**src/rtl/ptp_time_pkg.sv**
```systemverilog
package ptp_time_pkg;
  localparam int SEC_W = 32;
  localparam int SUB_W = 32;

  typedef struct packed {
    logic [SEC_W-1:0] sec;
    logic [SUB_W-1:0] sub;
  } ptp_time_t;

  typedef enum logic [1:0] {
    CMD_IDLE  = 2'd0,
    CMD_LOAD  = 2'd1,
    CMD_SHIFT = 2'd2
  } ptp_cmd_e;

  typedef struct packed {
    ptp_cmd_e  kind;
    logic      neg;
    ptp_time_t val;
  } ptp_pend_t;
endpackage

```
**src/rtl/ptp_phase_acc.sv**
```systemverilog
module ptp_phase_acc #(
  parameter int ACC_W = 32
) (
  input  logic             clk,
  input  logic             rst_n,
  input  logic             en,
  input  logic [ACC_W-1:0] addend,
  output logic             tick
);
  logic [ACC_W-1:0] acc_q;
  logic [ACC_W-1:0] sum;
  logic             carry;
  logic             tick_q;

  assign {carry, sum} = {1'b0, acc_q} + {1'b0, addend};

  always_ff @(posedge clk or negedge rst_n) begin
    if (!rst_n) begin
      acc_q  <= '0;
      tick_q <= 1'b0;
    end else if (en) begin
      acc_q  <= sum;
      tick_q <= carry;
    end else begin
      tick_q <= 1'b0;
    end
  end

  assign tick = tick_q;

  // a step pulse only follows a cycle in which the accumulator ran
  a_r2_tick_after_run: assert property (@(posedge clk) disable iff (!rst_n)
    tick_q |-> $past(en));
  // accumulator frozen while coarse mode is selected
  a_r3_acc_frozen: assert property (@(posedge clk) disable iff (!rst_n)
    !en |=> $stable(acc_q));
endmodule

```
**src/rtl/ptp_cmd_stage.sv**
```systemverilog
module ptp_cmd_stage
  import ptp_time_pkg::*;
(
  input  logic             clk,
  input  logic             rst_n,
  input  logic             init_stb,
  input  logic             update_stb,
  input  logic             upd_neg,
  input  logic [SEC_W-1:0] upd_sec,
  input  logic [SUB_W-1:0] upd_sub,
  output ptp_pend_t        pend,
  output logic             busy
);
  ptp_pend_t pend_q;

  always_ff @(posedge clk or negedge rst_n) begin
    if (!rst_n) begin
      pend_q <= '0;
    end else if (pend_q.kind != CMD_IDLE) begin
      pend_q.kind <= CMD_IDLE;
    end else if (init_stb) begin
      pend_q.kind    <= CMD_LOAD;
      pend_q.neg     <= 1'b0;
      pend_q.val.sec <= upd_sec;
      pend_q.val.sub <= upd_sub;
    end else if (update_stb) begin
      pend_q.kind    <= CMD_SHIFT;
      pend_q.neg     <= upd_neg;
      pend_q.val.sec <= upd_sec;
      pend_q.val.sub <= upd_sub;
    end
  end

  assign pend = pend_q;
  assign busy = (pend_q.kind != CMD_IDLE);

  // a staged command waits exactly one cycle
  a_r9_busy_single: assert property (@(posedge clk) disable iff (!rst_n)
    busy |=> !busy);
  // init wins when both strobes arrive together
  a_r8_init_wins: assert property (@(posedge clk) disable iff (!rst_n)
    (init_stb && !busy) |=> (pend_q.kind == CMD_LOAD));
  // strobes while busy stage nothing
  a_r9_ignore_busy: assert property (@(posedge clk) disable iff (!rst_n)
    busy |=> (pend_q.kind == CMD_IDLE));
endmodule

```
**src/rtl/ptp_time_reg.sv**
```systemverilog
module ptp_time_reg
  import ptp_time_pkg::*;
#(
  parameter int unsigned ROLLOVER = 32'd1_000_000_000,
  parameter bit          BIN_ROLL = 1'b0
) (
  input  logic             clk,
  input  logic             rst_n,
  input  logic             adv,
  input  logic [SUB_W-1:0] step,
  input  ptp_pend_t        pend,
  output ptp_time_t        now
);
  localparam logic [SUB_W:0]   ROLL_X  = BIN_ROLL ? (SUB_W+1)'(1) << SUB_W
                                                  : {1'b0, SUB_W'(ROLLOVER)};
  localparam logic [SUB_W-1:0] ROLL_LO = SUB_W'(ROLL_X);

  function automatic ptp_time_t t_add(ptp_time_t t, logic [SEC_W-1:0] ds,
                                      logic [SUB_W-1:0] dn);
    logic [SUB_W:0] s;
    logic           w;
    s = {1'b0, t.sub} + {1'b0, dn};
    w = (s >= ROLL_X);
    t_add.sub = w ? SUB_W'(s - ROLL_X) : s[SUB_W-1:0];
    t_add.sec = t.sec + ds + SEC_W'(w);
  endfunction

  function automatic ptp_time_t t_sub(ptp_time_t t, logic [SEC_W-1:0] ds,
                                      logic [SUB_W-1:0] dn);
    logic [SUB_W-1:0] d;
    logic             b;
    b = (t.sub < dn);
    d = t.sub - dn;
    t_sub.sub = b ? d + ROLL_LO : d;
    t_sub.sec = t.sec - ds - SEC_W'(b);
  endfunction

  ptp_time_t now_q;
  ptp_time_t nxt;

  always_comb begin
    nxt = now_q;
    unique case (pend.kind)
      CMD_LOAD:  nxt = pend.val;
      CMD_SHIFT: nxt = pend.neg ? t_sub(now_q, pend.val.sec, pend.val.sub)
                                : t_add(now_q, pend.val.sec, pend.val.sub);
      default:   if (adv) nxt = t_add(now_q, '0, step);
    endcase
  end

  always_ff @(posedge clk or negedge rst_n) begin
    if (!rst_n) now_q <= '0;
    else        now_q <= nxt;
  end

  assign now = now_q;

  // sub-second word stays inside its rollover range
  a_r4_sub_in_range: assert property (@(posedge clk) disable iff (!rst_n)
    {1'b0, now_q.sub} < ROLL_X);
  // a step moves seconds by at most one
  a_r4_sec_step: assert property (@(posedge clk) disable iff (!rst_n)
    (pend.kind == CMD_IDLE) |=>
      (now_q.sec == $past(now_q.sec)) || (now_q.sec == $past(now_q.sec) + 1'b1));
  // an enabled non-zero step always changes the sub-second word
  a_r3_step_moves: assert property (@(posedge clk) disable iff (!rst_n)
    (pend.kind == CMD_IDLE && adv && step != '0) |=> (now_q.sub != $past(now_q.sub)));
endmodule

```
**src/rtl/ptp_snap_slot.sv**
```systemverilog
module ptp_snap_slot
  import ptp_time_pkg::*;
(
  input  logic      clk,
  input  logic      rst_n,
  input  logic      evt,
  input  ptp_time_t now,
  input  logic      ready,
  output logic      valid,
  output ptp_time_t data
);
  logic      valid_q;
  ptp_time_t data_q;
  logic      take;

  assign take = evt && (!valid_q || ready);

  always_ff @(posedge clk or negedge rst_n) begin
    if (!rst_n) begin
      valid_q <= 1'b0;
      data_q  <= '0;
    end else if (take) begin
      valid_q <= 1'b1;
      data_q  <= now;
    end else if (ready) begin
      valid_q <= 1'b0;
    end
  end

  assign valid = valid_q;
  assign data  = data_q;

  // held snapshot does not move under back-pressure
  a_r12_hold: assert property (@(posedge clk) disable iff (!rst_n)
    (valid_q && !ready) |=> (valid_q && $stable(data_q)));
  // an event always leaves the slot full
  a_r11_fill: assert property (@(posedge clk) disable iff (!rst_n)
    evt |=> valid_q);
endmodule

```
**src/rtl/ptp_clock_core.sv**
```systemverilog
module ptp_clock_core
  import ptp_time_pkg::*;
#(
  parameter int          ACC_W    = 32,
  parameter int unsigned ROLLOVER = 32'd1_000_000_000,
  parameter bit          BIN_ROLL = 1'b0
) (
  input  logic             clk,
  input  logic             rst_n,
  input  logic             fine_mode,
  input  logic [ACC_W-1:0] addend,
  input  logic [SUB_W-1:0] ss_inc,
  input  logic [SEC_W-1:0] upd_sec,
  input  logic [SUB_W-1:0] upd_sub,
  input  logic             upd_neg,
  input  logic             init_stb,
  input  logic             update_stb,
  input  logic             evt_stb,
  input  logic             snap_ready,
  output logic [SEC_W-1:0] time_sec,
  output logic [SUB_W-1:0] time_sub,
  output logic             busy,
  output logic             snap_valid,
  output logic [SEC_W-1:0] snap_sec,
  output logic [SUB_W-1:0] snap_sub
);
  logic      tick;
  logic      adv;
  ptp_pend_t pend;
  ptp_time_t now;
  ptp_time_t snap;

  ptp_phase_acc #(.ACC_W(ACC_W)) u_acc (
    .clk(clk), .rst_n(rst_n), .en(fine_mode), .addend(addend), .tick(tick)
  );

  ptp_cmd_stage u_cmd (
    .clk(clk), .rst_n(rst_n), .init_stb(init_stb), .update_stb(update_stb),
    .upd_neg(upd_neg), .upd_sec(upd_sec), .upd_sub(upd_sub),
    .pend(pend), .busy(busy)
  );

  assign adv = fine_mode ? tick : 1'b1;

  ptp_time_reg #(.ROLLOVER(ROLLOVER), .BIN_ROLL(BIN_ROLL)) u_time (
    .clk(clk), .rst_n(rst_n), .adv(adv), .step(ss_inc), .pend(pend), .now(now)
  );

  ptp_snap_slot u_snap (
    .clk(clk), .rst_n(rst_n), .evt(evt_stb), .now(now), .ready(snap_ready),
    .valid(snap_valid), .data(snap)
  );

  assign time_sec = now.sec;
  assign time_sub = now.sub;
  assign snap_sec = snap.sec;
  assign snap_sub = snap.sub;
endmodule

```
**config.mk**
```make
export PLATFORM = sky130hd
export DESIGN_NAME = ptp_clock_core
export DESIGN_NICKNAME = d
export VERILOG_FILES = /design/src/rtl/ptp_time_pkg.sv /design/src/rtl/ptp_phase_acc.sv /design/src/rtl/ptp_cmd_stage.sv /design/src/rtl/ptp_time_reg.sv /design/src/rtl/ptp_snap_slot.sv /design/src/rtl/ptp_clock_core.sv
export SDC_FILE = /design/constraint.sdc
export NUM_CORES = 1
export LEC_CHECK = 0
export BUFFER_PORTS_ARGS = -buffer_cell sky130_fd_sc_hd__buf_2
export CAP_MARGIN = 20
export CORE_AREA = 2 2 281 283
export CTS_CLUSTER_DIAMETER = 60
export DETAILED_ROUTE_END_ITERATION = 12
export DIE_AREA = 0 0 283 285
export SYNTH_ARGS = -nofsm -noshare
export SYNTH_HDL_FRONTEND = slang
export SYNTH_SLANG_ARGS = --single-unit
```
**constraint.sdc**
```tcl
create_clock -name clk -period 5.9 [get_ports clk]
set_input_delay 0.295 -clock clk [delete_from_list [all_inputs] [get_ports clk]]
set_output_delay 0.295 -clock clk [all_outputs]
set_load 0.1 [all_outputs]
```
==> impl_metrics.env, run 1 <==
export IMPL_dr_pass1_iters=8
export IMPL_rows=103
export IMPL_r2r_slack_ns=-0.39
export IMPL_clockBufferDepth=3
export IMPL_clkSinkCount=229
export IMPL_place_congestion=0.924
export IMPL_setup_slack_ns=-0.391
export IMPL_ys_types=109
export IMPL_design_die_area_mm2=0.0807
export IMPL_postRouteAntennaNets=0
export IMPL_critPathMaxStageDelay_ns=0.50
export IMPL_wirelength_mm=87.6
export IMPL_io_pins=266
export IMPL_fill_cells=7940
export IMPL_hold_path_class="input pin to flop"
export IMPL_synth_edf_count=0
export IMPL_synth_compound_area_frac=0.264
export IMPL_setup_viol=9
export IMPL_worstPathArrival_ns=6.74
export IMPL_final_instance_count_excl_fill=4536
export IMPL_synthCells=2763
export IMPL_syn_area_mm2=0.0230
export IMPL_htreeDepth=2
export IMPL_yosysWarnings=0
export IMPL_synth_fp_nets=3133
export IMPL_cp_max_fo=3
export IMPL_antenna_found_initial=0
export IMPL_fin_skew_ns=0.0238
export IMPL_vias_per_cell=5.24
export IMPL_cp_required_ns=6.35
export IMPL_tritoncts="done"
export IMPL_drive_gt1_frac=0.328
export IMPL_whs_ns=0.0269
export IMPL_synth_mux_area_frac=0.0694
export IMPL_grt_overflow_total=0
export IMPL_fp_coreArea_mm2=0.0780
export IMPL_synthSimpleGateAreaFrac=0.159
export IMPL_startpoint="u_time.now[0]"
export IMPL_fin_tns_setup_ns=-2.40
export IMPL_final_area_mm2=0.0316
export IMPL_drc=0
export IMPL_gr_usage_all_layers=0.209
export IMPL_worst_setup_path_start_kind="flop"
export IMPL_synthAdderAreaFrac=0.130
export IMPL_synth_top_family_by_area="compound AO/OA/AOI/OAI gates"
export IMPL_hold_viol=0
export IMPL_vias=23800
export IMPL_die_w_um=283
export IMPL_clk_latency_ns=0.58
export IMPL_synth_ff_type="dfrtp_1"
export IMPL_grt_pass1_wl_mm=134
export IMPL_max_freq_ghz=0.159
export IMPL_max_slew_margin=0.235
export IMPL_synth_seq_area_share=0.249
export IMPL_cp_slowest_cell="dfrtp_4"
export IMPL_timing_max_cap_violations=0
export IMPL_port_buffers=265
export IMPL_endpoint="u_time.now[62]"
export IMPL_async_flop_share=1.00
export IMPL_violations="negative setup slack"
export IMPL_r2r_start="u_time.now[0]"
export IMPL_grt_max_degree=128
export IMPL_rsz0062_at_grt="true"
export IMPL_place_area_mm2=0.0287
export IMPL_worst_slew_pin_slew_ns=1.14
export IMPL_die_y_um=285
export IMPL_dpl_hpwl_mm=67.3
export IMPL_areaGrowthSynthToFinish_pct=37.4
export IMPL_drt_iter0_drc=1553
export IMPL_synthXorXnorAreaFrac=0.0757
export IMPL_path_clk_slew_ns=0.05
export IMPL_min_period_over_period=1.07
export IMPL_dp_cells=4367
export IMPL_rr_worst_depth=30
export IMPL_drv_slew=0
export IMPL_outcome="finished, violations left"
export IMPL_grt_pass1_vias=23200
export IMPL_cp_end_kind="flop"
export IMPL_ys_ff_latch=229
export IMPL_final_net_count=3822
export IMPL_worst_r2r_endpoint="u_time.now[62]"
export IMPL_clock_root_buffer="clkbuf_16"
export IMPL_finalWorstPathRequiredPeriod_ns=6.29
export IMPL_crit_type="flop to flop"
export IMPL_whs_path_depth=2
export IMPL_wl_per_cell_um=19.3
export IMPL_syn_area_per_cell_um2=8.34
export IMPL_start_util=0.295
export IMPL_numCtsBuffers=41
==> worst min-delay path by stage <==
stage                      startpoint               to  slack, ns
after CTS                 upd_sub[14]   u_cmd.pend[14]     0.0008
after detailed placement        rst_n  u_snap.data[19]       0.39
after floorplan                 rst_n   u_acc.acc_q[0]    -0.0006
after global placement          rst_n  u_snap.data[19]       0.40
after global routing       update_stb   u_cmd.pend[64]       0.02
final                     upd_sub[27]   u_cmd.pend[27]       0.03
==> cell type report <==
cell class / instances / area [µm²] / area share
tap: 1050 / 1310 / 0.0415
sequential: 229 / 5800 / 0.183
clock buffer: 53 / 1180 / 0.0374
multi-input combinational: 2216 / 17000 / 0.538
inverter: 200 / 757 / 0.0239
clock inverter: 23 / 274 / 0.00866
antenna: 1 / 2.50 / 0.0000791
timing repair buffer: 764 / 5290 / 0.167
==> per-layer routing <==
metal / wire length (µm) / vias up / global-route usage
met1: 38700 / 11400 / 0.276
met5: 0 / - / 0
met3: 5720 / 128 / 0.0387
li1: - / 11600 / -
met2: 40100 / 727 / 0.343
met4: 3050 / 0 / 0.0702
==> synth_stat cells, drive strengths merged (71+ instances only) <==
| cell type | instances | share of area |
|---|---|---|
| a21oi | 224 | 0.049 |
| clkbuf | 89 | 0.015 |
| nand2 | 178 | 0.029 |
| ha | 226 | 0.12 |
| dfrtp | 229 | 0.25 |
| inv | 199 | 0.032 |
| xnor2 | 147 | 0.056 |
| nor2 | 198 | 0.032 |
| nor3 | 71 | 0.016 |
| o21ai | 191 | 0.042 |
| mux2 | 126 | 0.062 |
==> sequential cells by signal, indices dropped and copies added (netlist names) <==
signal        cells
u_acc.acc_q      32
u_acc.tick        1
u_cmd.pend       67
u_snap.data      64
u_snap.valid      1
u_time.now       64
==> layout by cell type, fill, tap and decap left out, types with 43 or more instances in the layout <==
master	instances
nor3_1	64
mux2_2	126
ha_1	208
xnor2_1	142
xor2_1	49
dfrtp_1	202
nand2_1	170
clkbuf_16	43
a21oi_1	209
buf_4	432
buf_2	264
o21ai_0	154
a21o_1	61
inv_1	194
dlygate4sd3_1	60
nand3_1	56
a221oi_1	44
nor2_1	192
==> stage by stage <==
stage | setup WS, ns | utilization
after CTS | -0.374 | 0.398
after detailed placement | -0.658 | 0.368
after floorplan | -0.391 | -
after global placement | -0.602 | 0.368
final | -0.391 | 0.406
after global routing | -0.683 | 0.406
==> cells by family after synthesis <==
group	Yosys count
compound gates	898
mux	144
buf+inv	318
xor+xnor	199
simple gates	741
flops	229
fa+ha+maj	234
==> worst max-delay path, delay by kind of cell, from the launching register on <==
family,cells,cell delay (ns)
AND/OR/NAND/NOR,2,0.19
flip-flops,1,0.50
AO/OA/AOI/OAI,18,3.66
XOR/XNOR,1,0.16
buffers and inverters,4,0.37
adder cells (fa/ha/maj),5,1.31
==> what timing repair did <==
| action | in CTS | in global routing |
|---|---|---|
| gates resized for setup | 52 | 96 |
| hold buffers | 60 | 0 |
| setup endpoints to repair | 19 | 23 |
| pin swaps | 50 | 61 |
| endpoints found under the hold margin | 161 | 0 |
| setup buffers | 11 | 21 |
Power of run 1 is left out: the tool's default activity adds up to more than one toggle a clock period on the data nets, which glitch-free logic cannot reach.
==> inputs of run 2 (changes only) <==
Settings changed: PLACE_DENSITY from default to 0.47.
==> impl_metrics.env, run 2 (synthesized netlist as in run 1, its figures left out) <==
export IMPL_outcome="finished, violations left"
export IMPL_violations="negative setup slack"
export IMPL_design_die_area_mm2=0.0807
export IMPL_place_congestion=0.966
export IMPL_hold_viol=0
export IMPL_max_slew_margin=0.298
export IMPL_fin_skew_ns=0.0455
export IMPL_port_buffers=265
export IMPL_setup_slack_ns=-0.383
export IMPL_hold_path_class="input pin to flop"
export IMPL_worst_slew_pin_slew_ns=1.05
export IMPL_gr_usage_all_layers=0.224
export IMPL_clk_latency_ns=0.60
export IMPL_clock_root_buffer="clkbuf_16"
export IMPL_drive_gt1_frac=0.327
export IMPL_wl_per_cell_um=20.5
export IMPL_antenna_found_initial=1
export IMPL_tritoncts="done"
export IMPL_cp_slowest_cell="fa_1"
export IMPL_cpMostUsedCell="buf_6"
export IMPL_vias=24000
export IMPL_setup_viol=10
export IMPL_die_y_um=285
export IMPL_critPathMaxStageDelay_ns=0.56
export IMPL_layout_commonest_cell="buf_4"
export IMPL_dr_pass1_iters=6
export IMPL_grt_pass1_wl_mm=143
export IMPL_htreeDepth=2
export IMPL_wirelength_mm=93.2
export IMPL_finalWorstPathRequiredPeriod_ns=6.28
export IMPL_rows=103
export IMPL_layout_common_cells="buf_4, buf_2, a21oi_1"
export IMPL_numCtsBuffers=44
export IMPL_cp_max_fo=2
export IMPL_io_pins=266
export IMPL_drv_slew=0
export IMPL_dp_slack_ns=-0.758
export IMPL_dpl_hpwl_mm=72.2
export IMPL_grt_pass1_vias=24500
export IMPL_fp_coreArea_mm2=0.0780
export IMPL_start_util=0.295
export IMPL_final_net_count=3838
export IMPL_max_freq_ghz=0.159
export IMPL_clockBufferDepth=3
export IMPL_cp_end_kind="flop"
export IMPL_path_clk_slew_ns=0.05
export IMPL_drc=0
export IMPL_largest_reg_flops=67
export IMPL_grt_max_degree=133
export IMPL_worst_setup_path_start_kind="flop"
export IMPL_grt_overflow_total=0
export IMPL_clkSinkCount=229
export IMPL_worstHoldStart="snap_ready"
export IMPL_cp_required_ns=6.35
export IMPL_die_w_um=283
export IMPL_vias_per_cell=5.27
export IMPL_areaGrowthSynthToFinish_pct=38.3
export IMPL_min_period_over_period=1.06
export IMPL_startpoint="u_time.now[0]"
export IMPL_timing_max_cap_violations=0
export IMPL_postRouteAntennaNets=0
export IMPL_r2r_start="u_time.now[0]"
export IMPL_worstPathArrival_ns=6.73
export IMPL_crit_type="flop to flop"
export IMPL_rsz0062_at_grt="true"
export IMPL_drt_iter0_drc=1399
## run 2: changes by cell type in the layout (fill, tap and decap cells not counted), sizes merged
cell / previous run / this run
clkinvlp: 4 / 5
buf: 704 / 709
dlygate4sd3: 60 / 68
clkbuf: 53 / 56
inv: 205 / 204
clkinv: 10 / 13
## run 2: routing by layer
| metal | up-vias | global-route usage | part of all wire |
|---|---|---|---|
| met2 | 603 | 0.389 | 0.48 |
| met4 | 0 | 0.0745 | 0.034 |
| met5 | - | 0 | 0 |
| met3 | 151 | 0.0274 | 0.039 |
| li1 | 11600 | - | - |
| met1 | 11700 | 0.288 | 0.45 |
## run 2: worst max-delay path, delay by kind of cell (launching register included)
family                     cells  cell delay, ns
adders and majority gates      5            1.42
DFF                            1            0.49
buffers and inverters          7            0.62
and+or+nand+nor                3            0.22
AOI/OAI and AO/OA             17            3.36
## run 2: repair_timing
item	CTS	global route
pin swaps	61	77
buffers inserted	26	16
resized for setup	69	79
hold buffers	68	0
setup endpoints to repair	22	24
endpoints found under the hold margin	163	0
## run 2: final timing paths
| kind | endpoint | slack [ns] | cells after the start |
|---|---|---|---|
| worst max-delay path | u_time.now[52] | -0.38 | 32 |
| max in group asynchronous | u_time.now[15] | 4.18 | 3 |
| worst min register to register | u_snap.data[57] | 0.48 | 2 |
| min in group asynchronous | u_cmd.pend[44] | 0.32 | 2 |
| worst min-delay path | u_snap.valid | 0.04 | 3 |
| worst max register to register | u_time.now[52] | -0.38 | 32 |
## run 2: cell type report
class,count,area [µm²]
multi-input cells,2216,17000
well taps,1050,1310
repair buffers,777,5430
diodes,1,2.50
fillers,7967,46100
clock inverters,26,308
inverters,200,757
clock buffers,56,1210
flip-flops and latches,229,5800
## run 2: per-stage QoR
stage | instances | cell area [µm²] | setup TNS (ns) | hold slack (ns) | util
finish | 4555 | 31900 | -2.07 | 0.0430 | 0.409
global route | 4555 | 31900 | -6.22 | 0.0385 | 0.409
CTS | 4547 | 31500 | -2.81 | 0.00514 | 0.404
detailed placement | 4372 | 28800 | -8.88 | 0.418 | 0.369
global placement | 4371 | 28800 | -7.92 | 0.416 | 0.369
floorplan | 2763 | 23400 | -1.22 | -0.000591 | -
Power of run 2 is left out for the same reason.
==> inputs of run 3 (changes only) <==
Settings changed: CORE_AREA 2 2 281 283 to 2 2 256 309, DIE_AREA 0 0 283 285 to 0 0 258 311.
==> impl_metrics.env, run 3 (synthesized netlist as in run 1, its figures left out) <==
export IMPL_layout_common_cells="buf_4, buf_2, a21oi_1"
export IMPL_htreeDepth=2
export IMPL_die_y_um=311
export IMPL_io_pins=266
export IMPL_fin_skew_ns=0.0242
export IMPL_setup_slack_ns=-0.293
export IMPL_drt_iter0_drc=1324
export IMPL_vias=24100
export IMPL_numCtsBuffers=37
export IMPL_dp_slack_ns=-0.639
export IMPL_path_clk_slew_ns=0.06
export IMPL_worstPathArrival_ns=6.65
export IMPL_cp_required_ns=6.36
export IMPL_gr_usage_all_layers=0.231
export IMPL_wl_per_cell_um=20.8
export IMPL_dr_pass1_iters=6
export IMPL_violations="negative setup slack"
export IMPL_cp_slowest_cell="fa_1"
export IMPL_finalWorstPathRequiredPeriod_ns=6.19
export IMPL_grt_max_degree=118
export IMPL_largest_reg_flops=67
export IMPL_dpl_hpwl_mm=74.0
export IMPL_clkSinkCount=229
export IMPL_grt_pass1_vias=25000
export IMPL_fp_coreArea_mm2=0.0772
export IMPL_areaGrowthSynthToFinish_pct=38.9
export IMPL_clock_root_buffer="clkbuf_16"
export IMPL_max_slew_margin=0.307
export IMPL_cp_max_fo=4
export IMPL_outcome="finished, violations left"
export IMPL_port_buffers=265
export IMPL_hold_path_class="input pin to flop"
export IMPL_worst_slew_pin_slew_ns=1.04
export IMPL_rsz0062_at_grt="true"
export IMPL_hold_viol=0
export IMPL_antenna_found_initial=2
export IMPL_final_core_util=0.414
export IMPL_critPathMaxStageDelay_ns=0.55
export IMPL_die_w_um=258
export IMPL_clk_latency_ns=0.58
export IMPL_whs_ns=0.0544
export IMPL_clockBufferDepth=3
export IMPL_postRouteAntennaNets=0
export IMPL_drive_gt1_frac=0.336
export IMPL_final_instance_count_excl_fill=4544
export IMPL_wirelength_mm=94.6
export IMPL_rows=112
export IMPL_grt_overflow_total=0
export IMPL_final_net_count=3860
export IMPL_crit_type="flop to flop"
export IMPL_tritoncts="done"
export IMPL_drc=0
export IMPL_design_die_area_mm2=0.0802
export IMPL_layout_commonest_cell="buf_4"
export IMPL_max_freq_ghz=0.161
export IMPL_start_util=0.298
export IMPL_setup_viol=9
export IMPL_place_congestion=0.929
export IMPL_dp_cells=4370
export IMPL_cpMostUsedCell="a21oi_2"
export IMPL_grt_pass1_wl_mm=146
export IMPL_worst_setup_path_start_kind="flop"
export IMPL_cp_end_kind="flop"
export IMPL_drv_slew=0
export IMPL_vias_per_cell=5.29
export IMPL_timing_max_cap_violations=0
export IMPL_min_period_over_period=1.05
## run 3: area by class of cell
| cell class | count | area [µm²] |
|---|---|---|
| fill | 7863 | 45200 |
| timing repair buffer | 806 | 5670 |
| tap | 1026 | 1280 |
| inverter | 200 | 757 |
| sequential | 229 | 5810 |
| multi-input combinational | 2216 | 17200 |
| clock inverter | 17 | 166 |
| clock buffer | 49 | 1070 |
| antenna | 1 | 2.50 |
## run 3: layer usage
layer,track usage,wire [µm],vias up,part of all wire
li1,-,-,11600,-
met1,0.286,40300,11700,0.43
met2,0.408,46500,634,0.49
met3,0.0237,3950,151,0.042
met4,0.0895,3870,0,0.041
met5,0,0,-,0
## run 3: timing repair
action,CTS,global route
setup endpoints to repair,22,24
setup buffers,31,17
hold buffers,68,0
pin swaps,70,96
hold endpoints to repair,124,0
resized for setup,95,96
## run 3: stage by stage
step / instance area (µm²) / setup TNS, ns
6_report: 32000 / -1.53
5_1_grt: 32000 / -5.52
4_1_cts: 31500 / -2.01
3_5_place_dp: 28900 / -6.48
3_3_place_gp: 28900 / -6.29
2_1_floorplan: 23400 / -1.22
## run 3: worst paths after layout
kind                            startpoint         endpoint  slack, ns  depth (start not counted)
min                             update_stb   u_cmd.pend[66]       0.05                          3
min reg2reg                u_snap.data[33]  u_snap.data[33]       0.48                          2
max reg2reg                  u_time.now[0]   u_time.now[62]      -0.29                         30
max in group asynchronous            rst_n   u_time.now[14]       4.34                          3
max                          u_time.now[0]   u_time.now[62]      -0.29                         30
min in group asynchronous            rst_n  u_acc.acc_q[10]       0.24                          2
## run 3: critical path: cells and delay by family, from the launching register on
| kind | cells | cell delay [ns] |
|---|---|---|
| buffers and inverters | 4 | 0.32 |
| XOR/XNOR | 1 | 0.14 |
| flip-flops | 1 | 0.51 |
| AND/OR/NAND/NOR | 2 | 0.17 |
| adder cells (fa/ha/maj) | 5 | 1.42 |
| AO/OA/AOI/OAI | 18 | 3.50 |
Power of run 3 is left out for the same reason.
